--- src/rtl/vseg_pkg.sv ---
package vseg_pkg;
  localparam int ADDR_W  = 32;
  localparam int SEL_W   = 3;
  localparam int SIZE_W  = 2;
  localparam int LOW_W   = 3;
  localparam int FAULT_W = 2;

  typedef enum logic [1:0] {
    SEG_MAPPED    = 2'd0,
    SEG_KCACHED   = 2'd1,
    SEG_KUNCACHED = 2'd2
  } seg_e;

  typedef enum logic [FAULT_W-1:0] {
    FLT_NONE  = 2'd0,
    FLT_FETCH = 2'd1,
    FLT_DATA  = 2'd2
  } fault_e;

  function automatic seg_e seg_of(input logic [ADDR_W-1:0] va);
    unique case (va[ADDR_W-1 -: SEL_W])
      3'b100:  return SEG_KCACHED;
      3'b101:  return SEG_KUNCACHED;
      default: return SEG_MAPPED;
    endcase
  endfunction

  function automatic logic [ADDR_W-1:0] direct_pa(input logic [ADDR_W-1:0] va);
    logic [ADDR_W-1:0] r;
    r = va;
    r[ADDR_W-1 -: SEL_W] = '0;
    return r;
  endfunction

  function automatic logic uncached_of(input logic [ADDR_W-1:0] va);
    return va[ADDR_W-1] & va[ADDR_W-3];
  endfunction

  function automatic logic [LOW_W-1:0] width_mask(input logic [SIZE_W-1:0] sz);
    logic [LOW_W:0] one_hot;
    one_hot = (LOW_W+1)'(1) << sz;
    return LOW_W'(one_hot - 1'b1);
  endfunction
endpackage

--- src/rtl/vseg_decode.sv ---
module vseg_decode
  import vseg_pkg::*;
(
  input  logic [ADDR_W-1:0] vaddr_i,
  output seg_e              seg_o,
  output logic              bypass_o,
  output logic [ADDR_W-1:0] paddr_o,
  output logic              uncached_o
);
  always_comb begin
    seg_o      = seg_of(vaddr_i);
    bypass_o   = (seg_o != SEG_MAPPED);
    paddr_o    = bypass_o ? direct_pa(vaddr_i) : '0;
    uncached_o = uncached_of(vaddr_i);

    a_r1_bypass_top_bits_clear: assert (!bypass_o || paddr_o[ADDR_W-1 -: SEL_W] == '0);
    a_r3_mapped_no_paddr: assert (bypass_o || paddr_o == '0);
    a_r4_uncached_needs_bits: assert (!uncached_o || (vaddr_i[ADDR_W-1] && vaddr_i[ADDR_W-3]));
  end
endmodule

--- src/rtl/vseg_align.sv ---
module vseg_align
  import vseg_pkg::*;
(
  input  logic [LOW_W-1:0]  low_i,
  input  logic              fetch_i,
  input  logic              misalign_i,
  input  logic [SIZE_W-1:0] size_i,
  output logic              misaligned_o
);
  logic width_bad;
  always_comb begin
    width_bad    = !fetch_i && ((low_i & width_mask(size_i)) != '0);
    misaligned_o = misalign_i || width_bad;

    a_r9_flag_forces_misaligned: assert (!misalign_i || misaligned_o);
    a_r9_byte_data_never_width_bad: assert (fetch_i || size_i != 2'd0 || misaligned_o == misalign_i);
  end
endmodule

--- src/rtl/vseg_fault.sv ---
module vseg_fault
  import vseg_pkg::*;
(
  input  seg_e              seg_i,
  input  logic              fetch_i,
  input  logic              kernel_i,
  input  logic              misaligned_i,
  input  logic [ADDR_W-1:0] vaddr_i,
  output fault_e            fault_o,
  output logic [ADDR_W-1:0] bad_vaddr_o
);
  logic raise;
  always_comb begin
    unique case (seg_i)
      SEG_KCACHED:   raise = !kernel_i || misaligned_i;
      SEG_KUNCACHED: raise = 1'b0;
      default:       raise = misaligned_i;
    endcase
    fault_o     = !raise ? FLT_NONE : (fetch_i ? FLT_FETCH : FLT_DATA);
    bad_vaddr_o = raise ? vaddr_i : '0;

    a_r7_uncached_window_no_fault: assert (seg_i != SEG_KUNCACHED || fault_o == FLT_NONE);
    a_r5_user_in_kernel_window: assert (seg_i != SEG_KCACHED || kernel_i || fault_o != FLT_NONE);
    a_r10_code_legal: assert (fault_o != 2'd3);
    a_r11_bad_matches_fault: assert ((fault_o == FLT_NONE) ? (bad_vaddr_o == '0) : (bad_vaddr_o == vaddr_i));
  end
endmodule

--- src/rtl/vseg_classifier.sv ---
module vseg_classifier
  import vseg_pkg::*;
(
  input  logic [31:0] vaddr_i,
  input  logic        fetch_i,
  input  logic        kernel_i,
  input  logic        misalign_i,
  input  logic [1:0]  size_i,
  output logic        bypass_o,
  output logic [31:0] paddr_o,
  output logic        uncached_o,
  output logic [1:0]  fault_o,
  output logic [31:0] bad_vaddr_o
);
  seg_e   seg_w;
  logic   misaligned_w;
  fault_e fault_w;

  vseg_decode u_decode (
    .vaddr_i    (vaddr_i),
    .seg_o      (seg_w),
    .bypass_o   (bypass_o),
    .paddr_o    (paddr_o),
    .uncached_o (uncached_o)
  );

  vseg_align u_align (
    .low_i        (vaddr_i[LOW_W-1:0]),
    .fetch_i      (fetch_i),
    .misalign_i   (misalign_i),
    .size_i       (size_i),
    .misaligned_o (misaligned_w)
  );

  vseg_fault u_fault (
    .seg_i        (seg_w),
    .fetch_i      (fetch_i),
    .kernel_i     (kernel_i),
    .misaligned_i (misaligned_w),
    .vaddr_i      (vaddr_i),
    .fault_o      (fault_w),
    .bad_vaddr_o  (bad_vaddr_o)
  );

  assign fault_o = fault_w;
endmodule

--- config.mk ---
export PLATFORM = sky130hd
export DESIGN_NAME = vseg_classifier
export DESIGN_NICKNAME = d
export VERILOG_FILES = /design/src/rtl/vseg_pkg.sv /design/src/rtl/vseg_decode.sv /design/src/rtl/vseg_align.sv /design/src/rtl/vseg_fault.sv /design/src/rtl/vseg_classifier.sv
export SDC_FILE = /design/constraint.sdc
export NUM_CORES = 1
export LEC_CHECK = 0
export ABC_AREA = 0
export BUFFER_PORTS_ARGS = -buffer_cell sky130_fd_sc_hd__buf_4
export CORE_ASPECT_RATIO = 0.8
export CORE_MARGIN = 2
export CORE_UTILIZATION = 32
export DETAILED_ROUTE_END_ITERATION = 8
export GPL_TIMING_DRIVEN = 1
export PLACE_DENSITY = 0.89
export SLEW_MARGIN = 10
export SYNTH_ARGS = -nofsm -noshare
export SYNTH_HDL_FRONTEND = slang
export SYNTH_SLANG_ARGS = --single-unit
--- constraint.sdc ---
create_clock -name vclk -period 4.3
set_input_delay 0.86 -clock vclk [all_inputs]
set_output_delay 0.86 -clock vclk [all_outputs]
set_load 0.03 [all_outputs]
# Yosys cells after proc, flatten, opt, wreduce, memory -nomap -nowiden
# Cells that the tools add are included.
[totals]
ff_bits = 0
[classes]
bitwise_logic = 2
n_eq_ne = 4
n_shift = 1
muxes = 6
n_addsub = 1
n_reduce_logical = 7
[op_table]
columns = ["cell", "count"]
rows = [
  ["$mux W32", 1],
  ["$mux W29", 1],
  ["$eq A3 B3 Y1 const B", 2],
  ["$mux W2", 2],
  ["$pmux W2 S2", 1],
  ["$and A3 B3 Y3", 1],
  ["$reduce_bool A3 Y1", 1],
  ["$shl A1 B2 Y3 const A", 1],
  ["$sub A3 B1 Y3 const B", 1],
  ["$eq A2 B1 Y1 const B", 1],
  ["$eq A2 B2 Y1 const B", 1],
  ["$logic_not A1 Y1", 2],
  ["$logic_or A1 B1 Y1", 2],
  ["$pmux W1 S2", 1],
  ["$reduce_bool A2 Y1", 1],
  ["$and A1 B1 Y1", 1],
  ["$logic_and A1 B1 Y1", 1],
]

# Depth between registers and ports, before layout
[logic_depth]
ltp_word = 9
ltp_mapped = 8
depth_no_buf = 6

# Modules after synthesis
# A second synthesis with hierarchy kept.
[unflattened]
cells_unflattened = 94
hier_area_um2 = 690.7
[by_module_without_submodules]
columns = ["mod", "cells_each", "instances", "area_each_um2"]
rows = [
  ["vseg_decode", 43, 1, 347.8],
  ["vseg_fault", 45, 1, 309.0],
  ["vseg_align", 6, 1, 33.8],
]

# Least setup slack after synthesis
# Ideal clock, no wire load.
[synth_timing]
kind = "input -> output"
startpoint = "in vaddr_i[31]"
endpoint = "out fault_o[1]"
path_stages = 6
required_ns = 3.440
setup_slack_ns = 0.801
arrival_ns = 2.639
n_path_buf = 0
path_cell_list = "and2_1 nand2b_1 ha_1 o21bai_1 a221oi_4 nor3b_1"
[synth_between]
elab_chain_len = 5
elab_cells_between_ends = 7
cone_classes = "4 x eq/ne; 3 x mux"
[synth_lines]
columns = ["item", "line_no", "source"]
rows = [
  ["from (decl)", "vseg_classifier.sv:4", "input logic [31:0] vaddr_i,"],
  ["$eq A3 B3 Y1", "vseg_pkg.sv:21", "unique case (va[ADDR_W-1 -: SEL_W])"],
  ["$pmux W2 S2 *", "vseg_pkg.sv:21", ""],
  ["$eq A2 B2 Y1 or $eq A2 B1 Y1 (tied branches)", "vseg_fault.sv:14", "unique case (seg_i)"],
  ["$pmux W1 S2 *", "vseg_fault.sv:14", ""],
  ["$mux W2 *", "vseg_fault.sv:19", "fault_o = !raise ? FLT_NONE : (fetch_i ? FLT_FETCH : FLT_DATA);"],
  ["to (decl)", "vseg_classifier.sv:12", "output logic [1:0] fault_o,"],
]
# Every way passes the cells marked *; elsewhere a longest branch is shown, timed or not.

# Worst setup path in the final report
[layout_timing]
startpoint = "in vaddr_i[31]"
endpoint = "out fault_o[0]"
# Same word-level chain as after synthesis.

==> metrics.log <==
INFO  metric min_path_cells = 3
INFO  metric route.detailed.vias_per_inst = 4.47
INFO  metric coreArea = 1910 µm²
INFO  metric timing.final.crit_period = 3.35 ns
INFO  metric detailedRoute.firstIterationViolations = 10
INFO  metric max_stage_delay = 0.52 ns
INFO  metric startpoint_type = input port
INFO  metric routedWlPerCell = 11.4 µm
INFO  metric power.leakage = 0.843 nW
INFO  metric syn_inst = 124
INFO  metric largest_cells_by_area_after_synthesis = sky130_fd_sc_hd__nor2b_1 28%, sky130_fd_sc_hd__nand2_1 18%, sky130_fd_sc_hd__nor2_1 18%, sky130_fd_sc_hd__buf_6 5.1%, sky130_fd_sc_hd__a221oi_4 4.0%
INFO  metric finalMaxSlewViolations = 0
INFO  metric critical_path_required = 3.44 ns
INFO  metric crit_type = input port to output pin
INFO  metric route.antenna.remaining_nets = 0
INFO  metric worst_pin_slew = 0.576 ns
INFO  metric crit_path_start = vaddr_i[31]
INFO  metric worstPathMaxFanout = 34
INFO  metric max-vdd-ir-drop = 0.129 mV
INFO  metric die_w = 54.7 µm
INFO  metric synth_top_area_share = 27.6%
INFO  metric total_number_of_vias = 1082
INFO  metric critPathCapture = fault_o[0]
INFO  metric share_of_post_route_cells_with_drive_strength_above_1 = 51.8%
INFO  metric dieHeight = 44.6 µm
INFO  metric report.final.setup_viol = 0
INFO  metric first_global_vias = 911
INFO  metric wl = 2770 µm
INFO  metric post_synth.cell_area_avg = 5.31 µm²
INFO  metric met3RoutedLength = 251 µm
INFO  metric layout.area.seq = 0 µm²
INFO  metric finalWeightedCongestion = 0.685
INFO  metric io_buffers = 102
INFO  metric drt_pass1_iterations = 4
INFO  metric cts-resized-gates = 0
INFO  metric post-synth-top-area-cell = sky130_fd_sc_hd__nor2b_1
INFO  metric setup_crit_end_kind = output pin
INFO  metric setup_slack = 0.952 ns
INFO  metric cts_hold_buf = 0
INFO  metric nets = 259
INFO  metric dp_hpwl = 2310 µm
INFO  metric sequential_cell_total = 0
INFO  metric power.density_cell_area = 183 nW/µm²
INFO  metric timing.final.crit_share = 77.9%
INFO  metric mappedNetlistArea = 658 µm²
INFO  metric final.setup.tns = 0 ns
INFO  metric post-place-ws = 0.958 ns
INFO  metric finalHoldViolCount = 0
INFO  metric maximum_number_of_pins_on_one_net_before_global_route_repair = 35
INFO  metric crit_path_cell_trace = buf_4 -> and2_1 -> nand2b_1 -> ha_1 -> or2_2 -> and3_2 -> buf_4
INFO  metric status = complete, no violations
INFO  metric antenna-diode-count = 0
INFO  metric m1WireLength = 983 µm
INFO  metric crit_path_top_delay_cell = sky130_fd_sc_hd__or2_2
INFO  metric num_io_pins = 105
INFO  metric seq_area_frac_synth = 0%
INFO  metric maxClockFrequency = 299 MHz
INFO  metric grt_pass1_wl = 3770 µm
INFO  metric initial_utilization = 34.5%
INFO  metric die-area = 2440 µm²
INFO  metric number_of_antenna_violations_at_the_first_check_in_global_routing = 0
INFO  metric timing.slew.headroom = 61.6%
INFO  metric syn_to_final_growth = 113%
INFO  metric synthDistinctLibCells = 21
INFO  metric met2_wirelength = 1530 µm
INFO  metric clkbuf_count = 0
INFO  metric post-cts-setup-buffer-count = 0
INFO  metric rsz_0062_raised_after_global_routing = false
INFO  metric grt_remaining_overflow = 0
INFO  metric placement_rows = 14
INFO  metric cpMostUsedCell = sky130_fd_sc_hd__buf_4
INFO  metric routed.top_layer = met3
INFO  metric maxCapViolations = 0
INFO  metric warnings_from_yosys = 0
INFO  metric hold_class = input port to output pin
INFO  metric arrival = 2.49 ns
INFO  metric grt_use_total = 19.7%
INFO  metric route.detailed.drc = 0
==> critical path, delay by kind of cell <==
family                     cells  cell delay, ns
and+or+nand+nor                4            1.11
buffers and inverters          2            0.28
adders and majority gates      1            0.24
==> cells in the mapped netlist, types with 2 or more instances <==
cell	n
sky130_fd_sc_hd__and2_1	2
sky130_fd_sc_hd__and2b_2	2
sky130_fd_sc_hd__buf_4	3
sky130_fd_sc_hd__buf_6	3
sky130_fd_sc_hd__clkbuf_1	6
sky130_fd_sc_hd__ha_1	2
sky130_fd_sc_hd__inv_1	2
sky130_fd_sc_hd__nand2_1	32
sky130_fd_sc_hd__nor2_1	31
sky130_fd_sc_hd__nor2_2	2
sky130_fd_sc_hd__nor2b_1	29
==> per-layer routing <==
metal	global-route usage, %	vias to the layer above
met5	0	-
met4	0	0
met3	1.01	0
met2	44.3	47
met1	19.7	483
li1	-	552
==> worst min-delay path by stage <==
stage,start,to,slack [ns]
floorplan,fetch_i,fault_o[1],1.83
global placement,fetch_i,fault_o[1],2.01
detailed placement,fetch_i,fault_o[1],2.02
CTS,fetch_i,fault_o[1],2.02
global route,fetch_i,fault_o[1],2.03
finish,fetch_i,fault_o[1],2.02
==> kinds of logic (layout without fill, tap and decap cells) <==
group                      count (synthesis)  count (layout)  share of synthesized area, %
adders and majority gates                  2               2                          3.80
AOI/OAI and AO/OA                          3               3                          6.28
and+or+nand+nor                          103             103                          75.5
buffers and inverters                     15             107                          13.9
other                                      1               3                         0.570
==> where the power goes <==
| part | switching [mW] | internal [mW] |
|---|---|---|
| logic | 0.157 | 0.0994 |
| registers | 0 | 0 |
| clock network | 0 | 0 |
==> cells in the final DEF (no fill, tap or decap), drive strengths merged <==
cell type | netlist | final
conb | 1 | 3
nor3b | 1 | 1
nor2 | 33 | 33
a21o | 1 | 1
inv | 2 | 2
and2b | 2 | 2
and3 | 1 | 1
o21bai | 1 | 1
or2 | 2 | 2
buf | 7 | 105
nor2b | 29 | 29
nand2b | 1 | 1
nand2 | 32 | 32
and2 | 2 | 2
a221oi | 1 | 1
ha | 2 | 2
==> final cells by class <==
cell class / count / area (µm²)
repair buffers: 105 / 788
well taps: 24 / 30.0
inverters: 2 / 7.51
fillers: 166 / 509
multi-input cells: 111 / 574
==> per-stage QoR <==
stage               cell area (µm²)  std cells  util, %  power (mW)  hold slack [ns]
floorplan                       666        126        -       0.158             1.83
global placement               1400        242     73.3       0.252             2.01
detailed placement             1400        242     73.3       0.257             2.02
CTS                            1400        242     73.3       0.257             2.02
global route                   1400        242     73.3       0.271             2.03
finish                         1400        242     73.3       0.256             2.02
No activity file was read; power rests on OpenSTA's default activity.
